File: config.mk
export PLATFORM = sky130hd
export DESIGN_NAME = abus_rmw_master
export DESIGN_NICKNAME = d
export VERILOG_FILES = /design/src/rtl/abus_pkg.sv /design/src/rtl/abus_ack_sync.sv /design/src/rtl/abus_modify.sv /design/src/rtl/abus_seq.sv /design/src/rtl/abus_rmw_master.sv
export SDC_FILE = /design/constraint.sdc
export NUM_CORES = 1
export LEC_CHECK = 0
export ABC_AREA = 1
export ABC_CLOCK_PERIOD_IN_PS = 9950
export BUFFER_PORTS_ARGS = -buffer_cell sky130_fd_sc_hd__buf_2
export CORE_ASPECT_RATIO = 0.7
export CORE_UTILIZATION = 45
export CTS_CLUSTER_DIAMETER = 150
export DETAILED_ROUTE_END_ITERATION = 8
export PLACE_DENSITY = 0.75
export SETUP_SLACK_MARGIN = 0.4
export SLEW_MARGIN = 25
export SYNTH_ARGS = -nofsm -noshare
export SYNTH_HDL_FRONTEND = slang
export SYNTH_SLANG_ARGS = --single-unit
File: constraint.sdc
create_clock -name clk -period 9.95 [get_ports clk]
set_input_delay 1.99 -clock clk [delete_from_list [all_inputs] [get_ports clk]]
set_output_delay 1.99 -clock clk [all_outputs]
set_load 0.02 [all_outputs]
File: src/rtl/abus_pkg.sv
package abus_pkg;

  typedef enum logic [1:0] {
    KIND_READ  = 2'd0,
    KIND_WRITE = 2'd1,
    KIND_RMW   = 2'd2
  } kind_e;

  typedef enum logic [3:0] {
    PH_IDLE,
    PH_S0,
    PH_S1,
    PH_S2,
    PH_S3,
    PH_S4,
    PH_S5,
    PH_WH,
    PH_WL,
    PH_GAP
  } phase_e;

  // phases during which the address strobe is active
  function automatic logic ph_strobe(phase_e p);
    return (p == PH_S1) || (p == PH_S2) || (p == PH_S3) ||
           (p == PH_WH) || (p == PH_WL) || (p == PH_S4);
  endfunction

  // phases during which a write drives its data strobe
  function automatic logic ph_wr_ds(phase_e p);
    return (p == PH_S3) || (p == PH_WH) || (p == PH_WL) || (p == PH_S4);
  endfunction

  // phases during which write data is on the bus
  function automatic logic ph_wr_data(phase_e p);
    return (p == PH_S2) || (p == PH_S3) || (p == PH_WH) ||
           (p == PH_WL) || (p == PH_S4) || (p == PH_S5);
  endfunction

endpackage

File: src/rtl/abus_ack_sync.sv
module abus_ack_sync #(
  parameter int W      = 2,
  parameter int STAGES = 2
) (
  input  logic         clk,
  input  logic         rst_n,
  input  logic [W-1:0] ack_n_i,
  output logic         seen_o
);

  logic [STAGES-1:0][W-1:0] stage_q;
  logic [STAGES-1:0][W-1:0] stage_d;

  always_comb begin
    stage_d[0] = ~ack_n_i;
    for (int s = 1; s < STAGES; s++) begin
      stage_d[s] = stage_q[s-1];
    end
  end

  always_ff @(posedge clk or negedge rst_n) begin
    if (!rst_n) begin
      stage_q <= '0;
    end else begin
      stage_q <= stage_d;
    end
  end

  // a line counts only when the last two stages agree it is asserted
  assign seen_o = |(stage_q[STAGES-1] & stage_q[STAGES-2]);

endmodule

File: src/rtl/abus_modify.sv
module abus_modify #(
  parameter int DW     = 32,
  parameter int MOD_OP = 0   // 0 OR, 1 AND, 2 XOR, 3 ADD
) (
  input  logic [DW-1:0] rd_i,
  input  logic [DW-1:0] opnd_i,
  output logic [DW-1:0] wr_o
);

  generate
    if (MOD_OP == 1) begin : g_and
      assign wr_o = rd_i & opnd_i;
    end else if (MOD_OP == 2) begin : g_xor
      assign wr_o = rd_i ^ opnd_i;
    end else if (MOD_OP == 3) begin : g_add
      assign wr_o = rd_i + opnd_i;
    end else begin : g_or
      assign wr_o = rd_i | opnd_i;
    end
  endgenerate

endmodule

File: src/rtl/abus_seq.sv
module abus_seq
  import abus_pkg::*;
#(
  parameter int GAP_TICKS = 2
) (
  input  logic       clk,
  input  logic       rst_n,
  input  logic       start_i,
  input  logic [1:0] kind_i,
  input  logic       ack_i,
  output phase_e     phase_o,
  output logic       wr_part_o,
  output logic       rmw_o,
  output logic       finish_o,
  output logic       capture_o
);

  localparam int GW = $clog2(GAP_TICKS + 1);

  phase_e          phase_q, phase_d;
  logic            wr_q, wr_d;
  logic            rmw_q, rmw_d;
  logic            ackf_q, ackf_d;
  logic [GW-1:0]   gap_q, gap_d;
  logic            finish;

  always_comb begin
    phase_d = phase_q;
    wr_d    = wr_q;
    rmw_d   = rmw_q;
    ackf_d  = ackf_q;
    gap_d   = gap_q;
    finish  = 1'b0;
    unique case (phase_q)
      PH_IDLE: begin
        if (start_i) begin
          phase_d = PH_S0;
          wr_d    = (kind_i == KIND_WRITE);
          rmw_d   = (kind_i == KIND_RMW);
        end
      end
      PH_S0: begin
        ackf_d  = 1'b0;
        phase_d = PH_S1;
      end
      PH_S1: phase_d = PH_S2;
      PH_S2: begin
        ackf_d  = ack_i;
        phase_d = PH_S3;
      end
      PH_S3: phase_d = ackf_q ? PH_S4 : PH_WH;
      PH_WH: begin
        ackf_d  = ack_i;
        phase_d = PH_WL;
      end
      PH_WL: phase_d = ackf_q ? PH_S4 : PH_WH;
      PH_S4: phase_d = PH_S5;
      PH_S5: begin
        if (rmw_q && !wr_q) begin
          phase_d = PH_GAP;
          gap_d   = GW'(GAP_TICKS - 1);
        end else begin
          phase_d = PH_IDLE;
          wr_d    = 1'b0;
          rmw_d   = 1'b0;
          finish  = 1'b1;
        end
      end
      PH_GAP: begin
        if (gap_q == '0) begin
          phase_d = PH_S0;
          wr_d    = 1'b1;
        end else begin
          gap_d = gap_q - 1'b1;
        end
      end
      default: phase_d = PH_IDLE;
    endcase
  end

  always_ff @(posedge clk or negedge rst_n) begin
    if (!rst_n) begin
      phase_q <= PH_IDLE;
      wr_q    <= 1'b0;
      rmw_q   <= 1'b0;
      ackf_q  <= 1'b0;
      gap_q   <= '0;
    end else begin
      phase_q <= phase_d;
      wr_q    <= wr_d;
      rmw_q   <= rmw_d;
      ackf_q  <= ackf_d;
      gap_q   <= gap_d;
    end
  end

  assign phase_o   = phase_q;
  assign wr_part_o = wr_q;
  assign rmw_o     = rmw_q;
  assign finish_o  = finish;
  assign capture_o = (phase_q == PH_S4) && !wr_q;

endmodule

File: src/rtl/abus_rmw_master.sv
module abus_rmw_master
  import abus_pkg::*;
#(
  parameter int AW          = 32,
  parameter int GAP_TICKS   = 2,
  parameter int SYNC_STAGES = 2,
  parameter int MOD_OP      = 0
) (
  input  logic          clk,
  input  logic          rst_n,
  input  logic          req_valid,
  output logic          req_ready,
  input  logic [1:0]    req_kind,
  input  logic [AW-1:0] req_addr,
  input  logic [3:0]    req_fc,
  input  logic [31:0]   req_wdata,
  input  logic [3:0]    req_lanes,
  output logic          done_o,
  output logic [31:0]   rdata_o,
  output logic [AW-1:0] bus_addr,
  output logic [3:0]    bus_fc,
  output logic          bus_rw,
  output logic          bus_as_n,
  output logic          bus_ds_n,
  output logic          bus_oe_n,
  output logic [3:0]    bus_we_n,
  output logic          bus_lock_n,
  output logic [31:0]   bus_dout,
  output logic          bus_dout_en,
  input  logic [31:0]   bus_din,
  input  logic [1:0]    bus_ack_n
);

  localparam int DW    = 32;
  localparam int LANES = DW / 8;

  // reset: asserted asynchronously, released on a clock edge
  logic rst_meta_q, rst_sync_q;
  always_ff @(posedge clk or negedge rst_n) begin
    if (!rst_n) begin
      rst_meta_q <= 1'b0;
      rst_sync_q <= 1'b0;
    end else begin
      rst_meta_q <= 1'b1;
      rst_sync_q <= rst_meta_q;
    end
  end

  phase_e phase;
  logic   wr_part, rmw, finish, capture, ack_seen;
  logic   accept, busy;

  assign busy      = (phase != PH_IDLE);
  assign req_ready = !busy;
  assign accept    = req_valid && req_ready;

  abus_ack_sync #(
    .W      (2),
    .STAGES (SYNC_STAGES)
  ) i_sync (
    .clk     (clk),
    .rst_n   (rst_sync_q),
    .ack_n_i (bus_ack_n),
    .seen_o  (ack_seen)
  );

  abus_seq #(
    .GAP_TICKS (GAP_TICKS)
  ) i_seq (
    .clk       (clk),
    .rst_n     (rst_sync_q),
    .start_i   (accept),
    .kind_i    (req_kind),
    .ack_i     (ack_seen),
    .phase_o   (phase),
    .wr_part_o (wr_part),
    .rmw_o     (rmw),
    .finish_o  (finish),
    .capture_o (capture)
  );

  // request and data registers
  logic [AW-1:0]    addr_q;
  logic [3:0]       fc_q;
  logic [DW-1:0]    opnd_q;
  logic [LANES-1:0] lanes_q;
  logic [DW-1:0]    rd_q;
  logic             done_q;
  logic [DW-1:0]    mod_out;

  always_ff @(posedge clk or negedge rst_sync_q) begin
    if (!rst_sync_q) begin
      addr_q  <= '0;
      fc_q    <= '0;
      opnd_q  <= '0;
      lanes_q <= '0;
      rd_q    <= '0;
      done_q  <= 1'b0;
    end else begin
      if (accept) begin
        addr_q  <= req_addr;
        fc_q    <= req_fc;
        opnd_q  <= req_wdata;
        lanes_q <= req_lanes;
      end
      if (capture) begin
        rd_q <= bus_din;
      end
      done_q <= finish;
    end
  end

  abus_modify #(
    .DW     (DW),
    .MOD_OP (MOD_OP)
  ) i_mod (
    .rd_i   (rd_q),
    .opnd_i (opnd_q),
    .wr_o   (mod_out)
  );

  // bus decode from the registered phase
  logic strobe, wr_active;
  assign strobe    = ph_strobe(phase);
  assign wr_active = busy && wr_part;

  assign bus_addr    = addr_q;
  assign bus_fc      = fc_q;
  assign bus_rw      = !wr_active;
  assign bus_as_n    = !strobe;
  assign bus_oe_n    = !(strobe && !wr_part);
  assign bus_ds_n    = wr_part ? !ph_wr_ds(phase) : !strobe;
  assign bus_lock_n  = !(busy && rmw);
  assign bus_dout_en = wr_active && ph_wr_data(phase);
  assign bus_dout    = rmw ? mod_out : opnd_q;

  generate
    for (genvar l = 0; l < LANES; l++) begin : g_lane
      assign bus_we_n[l] = !(wr_part && strobe && lanes_q[l]);
    end
  endgenerate

  assign done_o  = done_q;
  assign rdata_o = rd_q;

endmodule

Yosys cells after proc, flatten, opt, wreduce, memory -nomap -nowiden

Cells that the tools add are included.

Bitwise gates (word level): 3
Eq/ne operators: 16
Muxes and demuxes: 19
Add/subtract/negate cells: 1
Reduce and logical (&&, ||, !) cells: 50

Operators with widths:

| operator           | number |
|---|---|
| $pmux 4 s9         | 1 |
| $mux 32            | 1 |
| $or 32x32->32      | 1 |
| $eq 4x3->1 const B | 4 |
| $logic_or 1x1->1   | 13 |
| $logic_and 1x1->1  | 12 |
| $mux 4             | 3 |
| $logic_not 1->1    | 11 |
| $eq 4x2->1 const B | 2 |
| $eq 4x4->1 const B | 2 |
| $mux 1             | 7 |
| $mux 2             | 3 |
| $ne 2x2->1 const B | 3 |
| $reduce_and 3->1   | 2 |
| $reduce_bool 2->1  | 3 |
| $reduce_or 2->1    | 3 |
| $eq 4x1->1 const B | 1 |
| $logic_not 4->1    | 1 |
| $ne 2x1->1 const B | 2 |
| $pmux 1 s2         | 2 |
| $pmux 2 s2         | 1 |
| $reduce_and 4->1   | 1 |
| $reduce_bool 4->1  | 1 |
| $pmux 1 s3         | 1 |
| 8 further kinds    | 8 |

Input bits: 111
Output and inout port bits: 112
Flip-flop bits (word level): 120
Word-level logic and storage cells: 104

Logic depth before layout (Yosys ltp)

Depth in word-level cells: 9
Gate-level depth with buffers: 10
Mapped depth without buffers: 10

Modules after synthesis

From an unflattened synthesis, not the netlist that was laid out.

Cells, all modules: 623
Area total of the unflattened synthesis: 5,527.8 um^2

Modules (own cells, without submodules):

| module          | area an instance (um^2) | cells each | times used | seq. area each (um^2) |
|---|---|---|---|---|
| abus_rmw_master | 4,481.8                 | 441        | 1          | 2,677.6 |
| abus_seq        | 566.8                   | 77         | 1          | 225.2 |
| abus_modify     | 360.3                   | 96         | 1          | 0.0 |
| abus_ack_sync   | 118.9                   | 9          | 1          | 100.1 |

Worst setup path after synthesis

Ideal clock, no wire load.

Path kind: reg2out
From: register i_seq.phase_q[0], in the netlist i_seq.phase_o[0]
To: output port bus_we_n[0]
Path buffers: 0
Stages on the path, launching flop included: 7
Setup slack: 6,684 ps
Arrival time: 1,276 ps
Data required time: 7,960 ps
Cell sequence: dfrtp_1 nor2_2 inv_1 nor2_1 o21ai_0 o21ai_1 nand3_1

Longest elaborated chain between the ends: 9
Elaborated cells between the ends (all ways): 14
Classes of those cells: eq/ne (6); reduce/logical (8)

Ends and longest elaborated chain:

| item                             | RTL line               | RTL |
|---|---|---|
| start: declaration               | abus_seq.sv:20         | `phase_e phase_q, phase_d;` |
| start signal: assignment         | abus_seq.sv:89         | `phase_q <= phase_d;` |
| $eq 4x2->1                       | abus_pkg.sv:24         | `return (p == PH_S1) \|\| (p == PH_S2) \|\| (p == PH_S3) \|\|` |
| $logic_or 1x1->1 (3 in a row)    | abus_pkg.sv:24         |  |
| $logic_or 1x1->1                 | abus_pkg.sv:25         | `(p == PH_WH) \|\| (p == PH_WL) \|\| (p == PH_S4);` |
| $logic_or 1x1->1 *               | abus_pkg.sv:25         |  |
| $logic_and 1x1->1 * (2 in a row) | abus_rmw_master.sv:139 | `assign bus_we_n[l] = !(wr_part && strobe && lanes_q[l]);` |
| $logic_not 1->1 *                | abus_rmw_master.sv:139 |  |
| end: declaration                 | abus_rmw_master.sv:26  | `output logic [3:0] bus_we_n,` |

Mark *: on every way between the ends. The rest lies on a longest branch, timed or not.

Final worst setup path

Same ends and word-level chain as after synthesis.

==> summary.md <==
| Metric | Value |
|---|---|
| Mapped Cells | `approximately 590` |
| DR pass1 iterations | `8` |
| Number of global-route vias before repair | `4,550` |
| Startpoint Class | `flip-flop` |
| Die width | `approximately 130 microns` |
| H-tree depth | `4` |
| Worst-path clk slew | `about 0.060 ns` |
| Seq cells post-synth | `120` |
| Critical Path AT | `about 2.1 ns` |
| Setup Fix Bufs, Post-CTS | `0` |
| Reg2Reg Depth | `4` |
| Slowest stage delay, CP | `~0.43 ns` |
| Commonest non-fill, non-tap cell in the layout | `nand2_1` |
| PD cells | `about 400 nW/um^2` |
| Post_cts resized | `0` |
| Hold WC Path Type | `reg2async` |
| Mean post-synth cell area | `between 8 and 9 sq um` |
| Clock sink count | `120` |
| Die area | `between 10,000 and 15,000 sq um` |
| Area leader, netlist | `dfrtp_1` |
| Clock Tree Root | `clkbuf_16` |
| Post-Layout Inst Area | `between 6000 and 7000 sq um` |
| Fraction of layout cells with a size suffix above 1 | `approximately 33%` |
| Worst-path cell chain | `nor2_2 -> inv_1 -> nor2_1 -> o21ai_0 -> o21ai_1 -> nand3_1 -> buf_2` |
| Initial antenna violation count | `0` |
| RSZ-0062 raised after global routing | `no` |
| GRT Util Overall | `25.0%` |
| Placed Cells incl. Taps | `931` |
| Crit path capture type | `output port` |
| Slowest cell on crit path | `o21ai_1` |
| N_diodes | `0` |
| DRC Markers | `0` |
| P_leak | `just over 4 nW` |
| DR iter-0 viols | `320` |
| Library cells used by synthesis | `20` |
| # IOs | `roughly 220` |
| Post-DR vias/cell | `4.89` |
| Top post-synthesis cells by area | `dfrtp_1 60%, nand2_1 23%, a21o_1 4.8%` |
| Clock Latency Late Sink | `0.41 ns` |
| Post-Layout Cell Count | `963` |
| Layout Skew | `between 0.009 and 0.01 ns` |
| Setup WS post-layout | `approximately 5.8 ns` |
| Worst Path Max Fanout | `7` |
| Fillers | `slightly below 900` |
| Total power | `around 2.7 mW` |
| Syn_nets | `roughly 700` |
| Area of the mapped netlist | `roughly 5000 sq um` |
| Setup violators final | `0` |
| Rel. slew slack | `between 40 and 50%` |
| Worst vdd ir | `approximately 0.00026 V` |
| Final Net Count | `a little over 900` |
| Pre-CTS WS | `about 6.3 ns` |
| Crit Path Class | `reg2out` |
| Area after DPL | `6210 sq um` |
| TritonCTS clock tree | `built` |
| Post-Route WL | `about 14,000 microns` |
| Final-report max-slew violation count | `0` |
| Hold_buf cts | `0` |
| Maximum buffer depth of the clock tree | `2` |
| First-pass GRT wire length | `~22,000 microns` |
| # rows | `31` |
| Starting Density | `between 40% and 50%` |
| Outcome | `finished clean` |
| Yosys warning count | `0` |
| Yosys top cell area share | `between 50 and 60%` |
| Post-route ant nets | `0` |
| WL/cell | `~14 microns` |
| Gr ovfl total | `0` |
| Commonest cells after routing, fill and taps aside | `307 x nand2_1, 222 x buf_2, 118 x dfrtp_1` |
| Port buffer count | `about 220` |
| Detailed Place HPWL | `slightly above 9000 microns` |
| Tcrit/Tclk final | `around two fifths` |
| Largest net degree at the start of global routing | `90` |
| Register area share after synthesis | `between 50% and 60%` |
| Max cap viols | `0` |
| Synth-to-Final Area Change | `36.8%` |
| Sum Neg Setup Slack | `0 ns` |
| Chip Height | `~90 microns` |
| Worst EP required | `about 8.0 ns` |
| Vias | `between 4k and 5k` |
| CTS buffer count | `17` |
| Tightest Pin Transition | `around 0.80 ns` |
| Core ar. | `approximately 11,000 sq um` |
| Final Hold Fails | `0` |
| Max Freq | `around 240 MHz` |
| Minimum clock period | `between 4 and 5 ns` |
| GPL Wtd Cong | `~0.87` |
layer usage:
layer	global-route usage, %	part of all wire [%]
met4	10.3	2.0
met1	32.1	43
met2	40.4	47
met3	6.69	7.8
met5	0	0
stage by stage:
step,util [%],hold WS (ns)
floorplan,-,0.331
finish,64.7,0.251
CTS,64.7,0.273
detailed placement,58.7,0.265
global route,64.7,0.294
global placement,58.6,0.257
state kept, by name, summed over array words and instances (netlist names):
name	flops
rst_sync_q	1
opnd_q	32
i_seq.ackf_q	1
i_seq.wr_part_o	1
rst_meta_q	1
i_sync.stage_d	2
i_seq.rmw_o	1
lanes_q	4
bus_addr	32
bus_fc	4
i_sync.stage_q	2
i_seq.gap_q	2
done_o	1
i_seq.phase_o	4
rdata_o	32
critical path: cells and delay by family (launching register included):
| family | cells | cell delay [ns] |
|---|---|---|
| AOI/OAI and AO/OA | 2 | 0.56 |
| DFF | 1 | 0.41 |
| buffers and inverters | 2 | 0.28 |
| and+or+nand+nor | 3 | 0.49 |
Yosys cell counts:
cell      number
a21o_1        32
a21oi_1        5
a22oi_1        1
buf_2         20
clkbuf_1       8
conb_1         1
dfrtp_1      120
ha_1           1
inv_1         20
inv_2          3
nand2_1      308
nand2_2        1
nand3_1       42
nor2_1         9
nor2_2         2
nor2_4         2
o211ai_1       2
o21ai_0        5
o21ai_1        3
o22ai_1        1
cell type report:
| type | count | area, sq um | share of cell area (%) |
|---|---|---|---|
| well taps | 148 | 185 | 2.70 |
| clock inverters | 11 | 170 | 2.48 |
| clock buffers | 21 | 470 | 6.86 |
| repair buffers | 225 | 1140 | 16.6 |
| multi-input cells | 415 | 1790 | 26.2 |
| flip-flops and latches | 120 | 3010 | 43.9 |
| inverters | 23 | 88.8 | 1.30 |
report_power, final:
group,switching (mW),internal [mW],leakage [nW],total (mW)
sequential,0.179,0.717,1.46,0.896
clock,0.217,0.439,0.305,0.655
combinational,0.747,0.368,2.31,1.11
cells by family after synthesis:
logic type / Yosys count / share of synthesized area, %
flops: 120 / 59.9
other cells: 1 / 0.0748
buf+inv: 51 / 4.32
fa+ha+maj: 1 / 0.250
compound gates: 49 / 6.67
simple gates: 364 / 28.8
worst paths after layout:
check / slack, ns / end / start
max: 5.82 / bus_we_n[0] / i_seq.phase_o[0]
min: 0.25 / bus_addr[19] / rst_sync_q
max reg2reg: 7.96 / rdata_o[15] / i_seq.wr_part_o
min reg2reg: 0.25 / bus_addr[19] / rst_sync_q
max in group asynchronous: 8.48 / rst_sync_q / rst_n
min in group clk: 0.37 / rst_sync_q / rst_meta_q
No activity file was read; power rests on OpenSTA's default activity.
